**src/rtl/desc_lookup_pkg.sv**
```systemverilog
package desc_lookup_pkg;

    localparam int ADDR_W = 32;
    localparam int LIM_W  = 16;
    localparam int SEL_W  = 16;
    localparam int VEC_W  = 8;
    localparam int WORD_W = 32;
    localparam int IDX_W  = SEL_W - 3;
    localparam int DESC_W = 2 * WORD_W;
    localparam int CODE_W = SEL_W;

    typedef enum logic [1:0] {
        OP_SEG  = 2'd0,
        OP_INT  = 2'd1,
        OP_LLDT = 2'd2,
        OP_NONE = 2'd3
    } op_e;

    typedef enum logic [1:0] {
        TB_GLOBAL  = 2'd0,
        TB_LOCAL   = 2'd1,
        TB_INTR    = 2'd2,
        TB_LDTLOAD = 2'd3
    } tbl_e;

    typedef enum logic [1:0] {
        FK_NONE  = 2'd0,
        FK_SEL   = 2'd1,
        FK_LIMIT = 2'd2,
        FK_TYPE  = 2'd3
    } fkind_e;

    typedef enum logic [1:0] {
        ST_IDLE = 2'd0,
        ST_RD0  = 2'd1,
        ST_RD1  = 2'd2
    } st_e;

    localparam logic [3:0] SYS_LDT      = 4'd2;
    localparam logic [3:0] SYS_CALL16   = 4'd4;
    localparam logic [3:0] SYS_TASKGATE = 4'd5;
    localparam logic [3:0] SYS_INT16    = 4'd6;
    localparam logic [3:0] SYS_TRAP16   = 4'd7;
    localparam logic [3:0] SYS_CALL32   = 4'd12;
    localparam logic [3:0] SYS_INT32    = 4'd14;
    localparam logic [3:0] SYS_TRAP32   = 4'd15;

endpackage

```
**src/rtl/dlu_addr_gen.sv**
```systemverilog
module dlu_addr_gen
    import desc_lookup_pkg::*;
#(
    parameter int AW = ADDR_W,
    parameter int LW = LIM_W,
    parameter int IW = IDX_W
) (
    input  logic [AW-1:0] base_i,
    input  logic [LW-1:0] limit_i,
    input  logic [IW-1:0] idx_i,
    output logic [AW-1:0] addr_o,
    output logic          over_o
);
    localparam int OFF_W = IW + 3;
    localparam int CMP_W = (OFF_W + 1 > LW) ? OFF_W + 1 : LW;

    logic [CMP_W-1:0] last_off;
    logic [CMP_W-1:0] lim_ext;

    always_comb begin
        last_off = CMP_W'({idx_i, 3'b111});
        lim_ext  = CMP_W'(limit_i);
        over_o   = last_off > lim_ext;
        addr_o   = base_i + AW'({idx_i, 3'b000});
    end
endmodule

```
**src/rtl/dlu_type_check.sv**
```systemverilog
module dlu_type_check
    import desc_lookup_pkg::*;
(
    input  tbl_e       tbl_i,
    input  logic [7:0] acc_i,
    output logic       legal_o
);
    logic       is_seg;
    logic [3:0] sys_t;
    logic       is_int, is_trap, is_call, is_task, is_ldt;

    always_comb begin
        is_seg  = acc_i[4];
        sys_t   = acc_i[3:0];
        is_int  = !is_seg && (sys_t == SYS_INT16  || sys_t == SYS_INT32);
        is_trap = !is_seg && (sys_t == SYS_TRAP16 || sys_t == SYS_TRAP32);
        is_call = !is_seg && (sys_t == SYS_CALL16 || sys_t == SYS_CALL32);
        is_task = !is_seg && (sys_t == SYS_TASKGATE);
        is_ldt  = !is_seg && (sys_t == SYS_LDT);
        unique case (tbl_i)
            TB_GLOBAL:  legal_o = !(is_int || is_trap);
            TB_LOCAL:   legal_o = is_seg || is_task || is_call;
            TB_INTR:    legal_o = is_task || is_int || is_trap;
            TB_LDTLOAD: legal_o = is_ldt;
            default:    legal_o = 1'b0;
        endcase
    end
endmodule

```
**src/rtl/dlu_table_regs.sv**
```systemverilog
module dlu_table_regs
    import desc_lookup_pkg::*;
#(
    parameter int AW = ADDR_W,
    parameter int LW = LIM_W
) (
    input  logic          clk,
    input  logic          rst_n,
    input  logic          gdt_wr_i,
    input  logic [AW-1:0] gdt_base_i,
    input  logic [LW-1:0] gdt_limit_i,
    input  logic          idt_wr_i,
    input  logic [AW-1:0] idt_base_i,
    input  logic [LW-1:0] idt_limit_i,
    input  logic          ldt_set_i,
    input  logic          ldt_clr_i,
    input  logic [AW-1:0] ldt_base_i,
    input  logic [LW-1:0] ldt_limit_i,
    output logic [AW-1:0] gdt_base_o,
    output logic [LW-1:0] gdt_limit_o,
    output logic [AW-1:0] idt_base_o,
    output logic [LW-1:0] idt_limit_o,
    output logic          ldt_valid_o,
    output logic [AW-1:0] ldt_base_o,
    output logic [LW-1:0] ldt_limit_o
);
    typedef struct packed {
        logic [AW-1:0] gb;
        logic [LW-1:0] gl;
        logic [AW-1:0] ib;
        logic [LW-1:0] il;
        logic          lv;
        logic [AW-1:0] lb;
        logic [LW-1:0] ll;
    } regs_s;

    regs_s regs_d, regs_q;

    always_comb begin
        regs_d = regs_q;
        if (gdt_wr_i) begin
            regs_d.gb = gdt_base_i;
            regs_d.gl = gdt_limit_i;
        end
        if (idt_wr_i) begin
            regs_d.ib = idt_base_i;
            regs_d.il = idt_limit_i;
        end
        if (ldt_set_i) begin
            regs_d.lv = 1'b1;
            regs_d.lb = ldt_base_i;
            regs_d.ll = ldt_limit_i;
        end else if (ldt_clr_i) begin
            regs_d.lv = 1'b0;
            regs_d.lb = '0;
            regs_d.ll = '0;
        end
    end

    always_ff @(posedge clk) begin
        if (!rst_n) regs_q <= '0;
        else        regs_q <= regs_d;
    end

    assign gdt_base_o  = regs_q.gb;
    assign gdt_limit_o = regs_q.gl;
    assign idt_base_o  = regs_q.ib;
    assign idt_limit_o = regs_q.il;
    assign ldt_valid_o = regs_q.lv;
    assign ldt_base_o  = regs_q.lb;
    assign ldt_limit_o = regs_q.ll;


    ldt_set_clr_excl_chk: assert property (@(posedge clk) disable iff (!rst_n)
        ldt_set_i |-> !ldt_clr_i);
endmodule

```
**src/rtl/desc_lookup_unit.sv**
```systemverilog
module desc_lookup_unit
    import desc_lookup_pkg::*;
(
    input  logic                clk,
    input  logic                rst_n,
    input  logic                gdt_wr_i,
    input  logic [ADDR_W-1:0]   gdt_base_i,
    input  logic [LIM_W-1:0]    gdt_limit_i,
    input  logic                idt_wr_i,
    input  logic [ADDR_W-1:0]   idt_base_i,
    input  logic [LIM_W-1:0]    idt_limit_i,
    input  logic                req_valid_i,
    input  logic [1:0]          req_op_i,
    input  logic [SEL_W-1:0]    req_sel_i,
    input  logic [VEC_W-1:0]    req_vec_i,
    output logic                busy_o,
    output logic                mem_req_o,
    output logic [ADDR_W-1:0]   mem_addr_o,
    input  logic                mem_rvalid_i,
    input  logic [WORD_W-1:0]   mem_rdata_i,
    output logic                done_o,
    output logic                fault_o,
    output logic [1:0]          fault_kind_o,
    output logic [CODE_W-1:0]   fault_code_o,
    output logic [DESC_W-1:0]   desc_o,
    output logic                ldt_valid_o,
    output logic [ADDR_W-1:0]   ldt_base_o,
    output logic [LIM_W-1:0]    ldt_limit_o
);
    localparam int ACC_LSB = 8;

    typedef struct packed {
        st_e                st;
        tbl_e               tbl;
        logic [ADDR_W-1:0]  addr;
        logic [WORD_W-1:0]  lo;
        logic [CODE_W-1:0]  code;
        logic               done;
        fkind_e             kind;
        logic [DESC_W-1:0]  desc;
    } core_s;

    core_s core_d, core_q;

    logic [ADDR_W-1:0] gdt_base, idt_base, tbl_base, gen_addr;
    logic [LIM_W-1:0]  gdt_limit, idt_limit, tbl_limit;
    logic [IDX_W-1:0]  req_idx;
    logic              over_lim;
    tbl_e              req_tbl;
    logic [CODE_W-1:0] req_code;
    logic              sel_bad, lldt_null, req_take;
    logic              type_ok;
    logic              ldt_set, ldt_clr;
    logic [DESC_W-1:0] full_desc;
    logic [ADDR_W-1:0] new_ldt_base;
    logic [LIM_W-1:0]  new_ldt_limit;
    op_e               op;

    dlu_table_regs u_regs (
        .clk         (clk),
        .rst_n       (rst_n),
        .gdt_wr_i    (gdt_wr_i),
        .gdt_base_i  (gdt_base_i),
        .gdt_limit_i (gdt_limit_i),
        .idt_wr_i    (idt_wr_i),
        .idt_base_i  (idt_base_i),
        .idt_limit_i (idt_limit_i),
        .ldt_set_i   (ldt_set),
        .ldt_clr_i   (ldt_clr),
        .ldt_base_i  (new_ldt_base),
        .ldt_limit_i (new_ldt_limit),
        .gdt_base_o  (gdt_base),
        .gdt_limit_o (gdt_limit),
        .idt_base_o  (idt_base),
        .idt_limit_o (idt_limit),
        .ldt_valid_o (ldt_valid_o),
        .ldt_base_o  (ldt_base_o),
        .ldt_limit_o (ldt_limit_o)
    );

    // request decode: table, index, code and bases
    always_comb begin
        op       = op_e'(req_op_i);
        req_idx  = req_sel_i[SEL_W-1:3];
        req_tbl  = TB_GLOBAL;
        req_code = {req_sel_i[SEL_W-1:2], 2'b00};
        sel_bad  = 1'b0;
        lldt_null = 1'b0;
        unique case (op)
            OP_SEG: begin
                req_tbl = req_sel_i[2] ? TB_LOCAL : TB_GLOBAL;
                sel_bad = req_sel_i[2] ? !ldt_valid_o : (req_idx == '0);
            end
            OP_INT: begin
                req_tbl  = TB_INTR;
                req_idx  = IDX_W'(req_vec_i);
                req_code = {IDX_W'(req_vec_i), 3'b010};
            end
            OP_LLDT: begin
                req_tbl   = TB_LDTLOAD;
                sel_bad   = req_sel_i[2];
                lldt_null = !req_sel_i[2] && (req_idx == '0);
            end
            default: ;
        endcase
        unique case (req_tbl)
            TB_LOCAL: begin tbl_base = ldt_base_o; tbl_limit = ldt_limit_o; end
            TB_INTR:  begin tbl_base = idt_base;   tbl_limit = idt_limit;   end
            default:  begin tbl_base = gdt_base;   tbl_limit = gdt_limit;   end
        endcase
    end

    dlu_addr_gen u_addr (
        .base_i  (tbl_base),
        .limit_i (tbl_limit),
        .idx_i   (req_idx),
        .addr_o  (gen_addr),
        .over_o  (over_lim)
    );

    assign full_desc = {mem_rdata_i, core_q.lo};

    dlu_type_check u_type (
        .tbl_i   (core_q.tbl),
        .acc_i   (mem_rdata_i[ACC_LSB +: 8]),
        .legal_o (type_ok)
    );

    always_comb begin
        new_ldt_base  = {full_desc[63:56], full_desc[39:16]};
        new_ldt_limit = full_desc[LIM_W-1:0];
    end

    // next-state logic
    always_comb begin
        core_d      = core_q;
        core_d.done = 1'b0;
        core_d.kind = FK_NONE;
        core_d.desc = '0;
        ldt_set     = 1'b0;
        ldt_clr     = 1'b0;
        req_take    = req_valid_i && (op != OP_NONE);
        unique case (core_q.st)
            ST_IDLE: begin
                if (req_take) begin
                    core_d.code = req_code;
                    core_d.tbl  = req_tbl;
                    core_d.addr = gen_addr;
                    if (sel_bad) begin
                        core_d.done = 1'b1;
                        core_d.kind = FK_SEL;
                    end else if (lldt_null) begin
                        core_d.done = 1'b1;
                        ldt_clr     = 1'b1;
                    end else if (over_lim) begin
                        core_d.done = 1'b1;
                        core_d.kind = FK_LIMIT;
                    end else begin
                        core_d.st = ST_RD0;
                    end
                end
            end
            ST_RD0: begin
                if (mem_rvalid_i) begin
                    core_d.lo = mem_rdata_i;
                    core_d.st = ST_RD1;
                end
            end
            ST_RD1: begin
                if (mem_rvalid_i) begin
                    core_d.desc = full_desc;
                    core_d.done = 1'b1;
                    core_d.st   = ST_IDLE;
                    if (!type_ok)                      core_d.kind = FK_TYPE;
                    else if (core_q.tbl == TB_LDTLOAD) ldt_set     = 1'b1;
                end
            end
            default: core_d.st = ST_IDLE;
        endcase
    end

    always_ff @(posedge clk) begin
        if (!rst_n) core_q <= '0;
        else        core_q <= core_d;
    end

    always_comb begin
        busy_o       = core_q.st != ST_IDLE;
        mem_req_o    = busy_o;
        mem_addr_o   = core_q.addr + ((core_q.st == ST_RD1) ? ADDR_W'(4) : ADDR_W'(0));
        done_o       = core_q.done;
        fault_o      = core_q.kind != FK_NONE;
        fault_kind_o = core_q.kind;
        fault_code_o = fault_o ? core_q.code : '0;
        desc_o       = core_q.desc;
    end


    addr_step_chk: assert property (@(posedge clk) disable iff (!rst_n)
        (core_q.st == ST_RD0 && mem_rvalid_i) |=> (mem_req_o && mem_addr_o == $past(mem_addr_o) + ADDR_W'(4)));


    req_hold_chk: assert property (@(posedge clk) disable iff (!rst_n)
        (mem_req_o && !mem_rvalid_i) |=> (mem_req_o && $stable(mem_addr_o)));


    early_fault_noread_chk: assert property (@(posedge clk) disable iff (!rst_n)
        (done_o && fault_o && fault_kind_o != FK_TYPE) |-> !$past(mem_req_o));


    type_after_read_chk: assert property (@(posedge clk) disable iff (!rst_n)
        (done_o && fault_kind_o == FK_TYPE) |-> $past(mem_req_o && mem_rvalid_i));


    ldt_change_chk: assert property (@(posedge clk) disable iff (!rst_n)
        !$stable({ldt_valid_o, ldt_base_o, ldt_limit_o}) |-> done_o);


    idle_quiet_chk: assert property (@(posedge clk) disable iff (!rst_n)
        !busy_o |-> !mem_req_o);


    code_zero_chk: assert property (@(posedge clk) disable iff (!rst_n)
        !fault_o |-> (fault_code_o == '0));
endmodule

```
**config.mk**
```make
export PLATFORM = sky130hd
export DESIGN_NAME = desc_lookup_unit
export DESIGN_NICKNAME = d
export VERILOG_FILES = /design/src/rtl/desc_lookup_pkg.sv /design/src/rtl/dlu_addr_gen.sv /design/src/rtl/dlu_type_check.sv /design/src/rtl/dlu_table_regs.sv /design/src/rtl/desc_lookup_unit.sv
export SDC_FILE = /design/constraint.sdc
export NUM_CORES = 1
export LEC_CHECK = 0
export BUFFER_PORTS_ARGS = -buffer_cell sky130_fd_sc_hd__buf_2
export CORE_UTILIZATION = 40
export DETAILED_ROUTE_END_ITERATION = 7
export GPL_TIMING_DRIVEN = 0
export PLACE_DENSITY = 0.71
export SETUP_SLACK_MARGIN = 0.2
export SLEW_MARGIN = 20
export SYNTH_ARGS = -nofsm -noshare
export SYNTH_HDL_FRONTEND = slang
export SYNTH_SLANG_ARGS = --single-unit
```
**constraint.sdc**
```tcl
create_clock -name clk -period 6.6 [get_ports clk]
set_input_delay 1.32 -clock clk [delete_from_list [all_inputs] [get_ports clk]]
set_output_delay 1.32 -clock clk [all_outputs]
set_load 0.03 [all_outputs]
```
==> impl_results.md, run 1 <==
- Setup TNS: 0 ns
- FP Rows: 67
- Average wire per cell in the routed design: 19.6 microns
- Ys flop type: dfxtp_1
- Drt total wl: 46200 microns
- Routed vias: 12300
- Critical Path RT: 7.05 ns
- VDD IR max: 0.000196 V
- ANT nets after route: 0
- Max frequency: 0.165 GHz
- CTS Buf Count: 34
- HP Start: core_q[115]$_SDFFE_PN0P_
- Height of the die: 188 microns
- CP Launch Point: req_op_i[0]
- I/O Buffers: 320
- Yosys cell types: 64
- CTS max path bufs: 3
- CP Launch Type: input pin
- CTS resizes: 1
- Starting Density: 41.0%
- CTS tree: yes
- Post-synth EDFFs: 0
- Total die area: 35300 sq um
- Area delta synth->final: 24.4%
- DRT iter0 DRCs: 800
- Final cell count without fillers: 2362
- Yosys warning total: 0
- Ports: 327
- Ys async rst share: 0%
- RSZ-0062 raised after global routing: no
- Min cycle time layout: 6.06 ns
- Pins Over Slew Limit: 0
- Worst-Margin Slew: 0.961 ns
- Die Wd: 188 microns
- Sequential share of the synthesized area: 42.7%
- Largest net degree at the start of global routing: 20
- Synthesized netlist cell count: 1531
- Residual DRC count: 0
- Leak pwr: 0.00760 uW
- CTS Root Cell: clkbuf_16
- Worst R2R Start: u_regs.ldt_base_o[4]$_SDFFE_PN0P_
- Fin. Hold Viols: 0
- Post-Syn Area: 13800 sq um
- Post-CTS setup buffers: 0
- Power per cell area: 269 nW/um^2
- Clk_lat worst skew: 0.52 ns
- Synthesized net count: 1726
- Util after Layout: 50.9%
- Initial antenna violation count: 5
- Most frequent cells in the layout: buf_2, dfxtp_1, nand2_1, nor2b_1, mux2i_1
- Leading cell type in the layout, fill and taps excluded: buf_2
- Nets@finish: 2081
- Max-cap violations: 0
- Vias per cell: 5.21
- CP Capture Type: register
- Syn Area/Cell: 9.04 sq um
- Tcrit/Tclk final: 91.7%
- CP max FO: 10
- Fraction of layout cells with a size suffix above 1: 25.4%
- Status: completed
- # H-tree levels: 2
- Pre-antenna DRT Iters: 5
- Clock Skews: 0.0212 ns
- Final worst slack: 0.545 ns
- GR Overflow Total: 0
- CTS Sinks: 295
- Core area: 33800 sq um
- Min-delay worst type: register to register
- CP Class: input pin to register
- Vias in the first global route: 12000
- Relative slew slack: 35.9%
- #FFs+latches synth: 295
- # setup viols final: 0
- CTS clk-pin slew, worst paths: 0.06 ns
- Overall Global Routing Usage: 25.6%
- Gpl congestion: 0.877
- Placed cell count: 2299
- Worst EP arrival: 6.50 ns
- Hold_buf cts: 0
- First-pass GRT wire length: 69100 microns
- HPWL Detailed: 36600 microns
- Pre-CTS setup slack: -0.396 ns
==> worst paths after layout <==
kind / to / slack, ns / depth (start not counted)
max: core_q[139]$_SDFFE_PN0P_ / 0.54 / 19
max reg2reg: core_q[133]$_SDFFE_PN0P_ / 3.28 / 10
min reg2reg: core_q[115]$_SDFFE_PN0P_ / 0.46 / 2
min: core_q[115]$_SDFFE_PN0P_ / 0.46 / 2
==> cell usage after synthesis (all sizes together) (3+ instances only) <==
cell type  number  area [sq um]
o211ai         10          75.1
or2             6          40.0
o2111ai         3          26.3
a221o          23           230
nor2           42           160
a21boi        100           751
a21o           12          90.1
and2           73           457
a31oi           4          25.0
nor3b           9          67.6
o21bai          3          22.5
o211a           3          30.0
mux2            7          78.8
mux2i          97           971
nor4           10          75.1
nand4           9          56.3
nor3            5          25.0
xnor2          32           280
xor2           17           149
nand2b          5          31.3
nand2         194           728
dfxtp         295          5910
a211oi          4          30.0
and3            8          50.1
buf            97           657
or3             4          25.0
o21ai          72           360
ha             34           425
clkbuf         75           282
inv            12          45.0
nor2b         126           788
a221oi          6          52.6
a21oi          25           125
a22oi          18           135
nand3          71           400
==> power breakdown <==
part           internal, uW  switching, uW  total [uW]
sequential             1860           59.2        1920
combinational           272            434         707
clock                  1250            756        2010
total                  3380           1250        4630
==> layer usage <==
layer | GRT usage, % | vias to the layer above | wire length (microns)
li1 | - | 5889 | -
met1 | 33.7 | 5883 | 20500
met2 | 42.7 | 451 | 21400
met3 | 4.08 | 81 | 3030
met4 | 8.72 | 2 | 1300
met5 | 0 | - | 15
==> worst max-delay path, stage by stage <==
cell	delay, ns
buf_2	0.12
inv_1	0.07
ha_1	0.24
nand3_1	0.09
o21ai_1	0.20
ha_1	0.47
buf_2	0.26
buf_2	0.26
buf_1	0.51
clkbuf_1	0.43
o21ai_0	0.36
ha_1	0.41
a211oi_1	0.09
o21bai_1	0.30
a41oi_1	0.27
a21oi_2	0.39
o21ai_0	0.21
or3_1	0.41
nand3_1	0.09
==> logic make-up after synthesis <==
| kind of cell | after synthesis | share of synthesized area, % |
|---|---|---|
| compound gates | 293 | 14.8 |
| xor+xnor | 49 | 3.10 |
| fa+ha+maj | 35 | 3.22 |
| buf+inv | 184 | 7.11 |
| flops | 295 | 42.7 |
| mux | 104 | 7.59 |
| other cells | 1 | 0.0271 |
| simple gates | 570 | 21.5 |
==> state kept, by name (all words and copies together) (netlist names) <==
| register | flops |
|---|---|
| u_regs.ldt_valid_o | 1 |
| u_regs.ldt_base_o | 32 |
| done_o | 1 |
| u_regs.idt_base_o | 32 |
| u_regs.idt_limit_o | 16 |
| fault_kind_o | 2 |
| desc_o | 64 |
| core_q | 83 |
| u_regs.gdt_limit_o | 16 |
| u_regs.ldt_limit_o | 16 |
| u_regs.gdt_base_o | 32 |
==> per-stage QoR <==
| step | hold WS, ns | area [sq um] | total power [uW] |
|---|---|---|---|
| after floorplan | 0.436 | 13800 | 2390 |
| after global placement | 0.455 | 16000 | 2640 |
| after detailed placement | 0.459 | 16000 | 2650 |
| after CTS | 0.468 | 17200 | 4650 |
| after global routing | 0.485 | 17200 | 4800 |
| final | 0.465 | 17200 | 4630 |
==> cell type report <==
class	count	area (sq um)
multi-input combinational	1052	6950
inverter	12	45.0
clock buffer	50	1000
fill	3262	16600
tap	448	561
timing repair buffer	320	1600
clock inverter	9	189
sequential	295	5910
antenna	5	12.5
buffer	171	936
No activity file was read; power rests on OpenSTA's default activity.
==> inputs of run 2 (changes only) <==
Settings changed: ABC_AREA set to 1.
==> run 2 against run 1 <==
  * Register-to-register slack improved by 0.56 ns
  * Critical path depth increased by 6
  * Maximum frequency increased by 17%
  * First-iteration DRC count increased by 9.4%
  * Worst setup slack improved by 0.87 ns
  * Clock power decreased by 8%
  * Sequential share of layout area increased by 0.065 points
==> impl_results.md, run 2 <==
- Status: completed
- Ys flop type: dfxtp_1
- Synthesized net count: 2116
- Vias per cell: 5.01
- Pins Over Slew Limit: 0
- ANT nets after route: 0
- Max frequency: 0.193 GHz
- Post-synth EDFFs: 0
- Most frequent cells in the layout: buf_2, nor2_1, dfxtp_1, nand2_1, o21ai_0
- Height of the die: 188 microns
- Yosys cell types: 37
- Leading cell type in the layout, fill and taps excluded: buf_2
- Area delta synth->final: 23.4%
- Tcrit/Tclk final: 78.5%
- Residual DRC count: 0
- Fillers: 3439
- Util after Layout: 50.7%
- Starting Density: 41.1%
- CTS Buf Count: 31
- Min cycle time layout: 5.18 ns
- Average wire per cell in the routed design: 17.4 microns
- WP buf/inv: 9
- CP max FO: 10
- Cell taking the most area after synthesis: dfxtp_1
- # setup viols final: 0
- Nets@finish: 2471
- Fin. Hold Viols: 0
- Vias in the first global route: 13200
- Die Wd: 188 microns
- CTS Sinks: 295
- Power per cell area: 298 nW/um^2
- #FFs+latches synth: 295
- HPWL Detailed: 38800 microns
- Share of the synthesized area in the top cell type: 42.5%
- Gpl congestion: 0.944
- Yosys warning total: 0
- Worst EP arrival: 5.68 ns
- Initial antenna violation count: 10
- Largest net degree at the start of global routing: 17
- Max-cap violations: 0
- Slowest cell delay on critical path: 0.48 ns
- First-pass GRT wire length: 72400 microns
- CTS resizes: 0
- Pre-antenna DRT Iters: 5
- CTS clk-pin slew, worst paths: 0.07 ns
- Synthesized netlist cell count: 1921
- Largest register FFs: 83
- Top cells by count, synth: nor2_1, dfxtp_1, nand2_1, o21ai_0, inv_1
- I/O Buffers: 322
- Setup TNS: 0 ns
- Fraction of layout cells with a size suffix above 1: 22.3%
- Total die area: 35500 sq um
- Clock Skews: 0.0131 ns
- DRT iter0 DRCs: 875
- FP Rows: 67
- Sequential share of the synthesized area: 42.5%
- GR Overflow Total: 0
- CP delay by family, top: buffers and inverters
- Most frequent cell after synthesis: nor2_1
- Clk_lat worst skew: 0.58 ns
- Leak pwr: 0.00826 uW
- VDD IR max: 0.000225 V
- Post-CTS setup buffers: 0
- Core area: 33900 sq um
- Overall Global Routing Usage: 26.2%
- CTS max path bufs: 3
- Min-delay worst type: register to register
- Drt total wl: 47900 microns
- CP Class: input pin to register
- Syn Area/Cell: 7.24 sq um
- Relative slew slack: 40.5%
- RSZ-0062 raised after global routing: no
- CP Capture Type: register
- Biggest register: core_q
- Hold Slack: 0.454 ns
- R2R Setup Slk: 3.84 ns
- CTS tree: yes
- CP Launch Type: input pin
- # H-tree levels: 1
- Slowest cell on crit path: clkbuf_1
- Routed vias: 13800
- Ys async rst share: 0%
- Worst-Margin Slew: 0.883 ns
- Hold_buf cts: 0
- Critical Path RT: 7.10 ns
- Top post-synthesis cells by area: dfxtp_1, nor2_1, o21ai_0, nand2_1, a21oi_1
- CTS Root Cell: clkbuf_16
- Ports: 327
- Post-Syn Area: 13900 sq um
==> run 2: cell type report <==
class                   count  area, sq um  share of cell area, %
well taps                 448          561                   3.26
repair buffers            322         1610                   9.38
plain buffers             174          985                   5.73
diodes                      5         12.5                 0.0729
flip-flops and latches    295         5910                   34.4
clock inverters            16          204                   1.19
clock buffers              41          873                   5.09
inverters                 219          822                   4.79
multi-input cells        1233         6200                   36.1
==> run 2: power by group <==
group / total (uW) / switching [uW] / internal, uW
Clock: 1840 / 754 / 1090
Sequential: 2040 / 99.5 / 1940
Combinational: 1230 / 842 / 388
Total: 5110 / 1700 / 3420
==> run 2: final timing paths <==
check / cells after the start / to / start
worst max-delay path: 25 / fault_kind_o[1]$_SDFF_PN0_ / req_op_i[0]
worst min-delay path: 2 / u_regs.gdt_base_o[31]$_SDFFE_PN0P_ / u_regs.gdt_base_o[31]$_SDFFE_PN0P_
worst min register to register: 2 / u_regs.gdt_base_o[31]$_SDFFE_PN0P_ / u_regs.gdt_base_o[31]$_SDFFE_PN0P_
worst max register to register: 17 / core_q[136]$_SDFFE_PN0P_ / u_regs.ldt_base_o[3]$_SDFFE_PN0P_
==> run 2: kinds of logic (layout without fill, tap and decap cells) <==
family                   Yosys count  in the layout  synth area share (%)
flip-flops                       295            295                  42.5
adder cells (fa/ha/maj)           35             35                  3.20
buffers and inverters            393            772                  13.0
AO/OA/AOI/OAI                    420            420                  16.2
XOR/XNOR                          42             42                  2.64
other                              1              6                0.0270
AND/OR/NAND/NOR                  735            735                  22.5
==> run 2: routing by layer <==
metal / GRT usage, % / vias up / share of wire [%]
met4: 9.55 / 10 / 3.9
li1: - / 6832 / -
met2: 43.7 / 524 / 46
met1: 33.3 / 6340 / 43
met5: 0 / - / 0.13
met3: 5.46 / 90 / 7.6
==> run 2: tightest hold or removal path, delay by kind of cell (launching register included) <==
| family | cells | cell delay, ns |
|---|---|---|
| buf+inv | 1 | 0.06 |
| flops | 1 | 0.30 |
| compound gates | 1 | 0.05 |
==> run 2: per-stage QoR <==
stage | power, uW | cells | cell area [sq um] | setup WS [ns]
finish | 5110 | 2753 | 17200 | 1.42
global placement | 3270 | 2691 | 16100 | 1.10
floorplan | 2880 | 1921 | 13900 | 2.11
CTS | 5130 | 2748 | 17200 | 1.59
global route | 5350 | 2749 | 17200 | 1.12
detailed placement | 3290 | 2691 | 16100 | 0.999
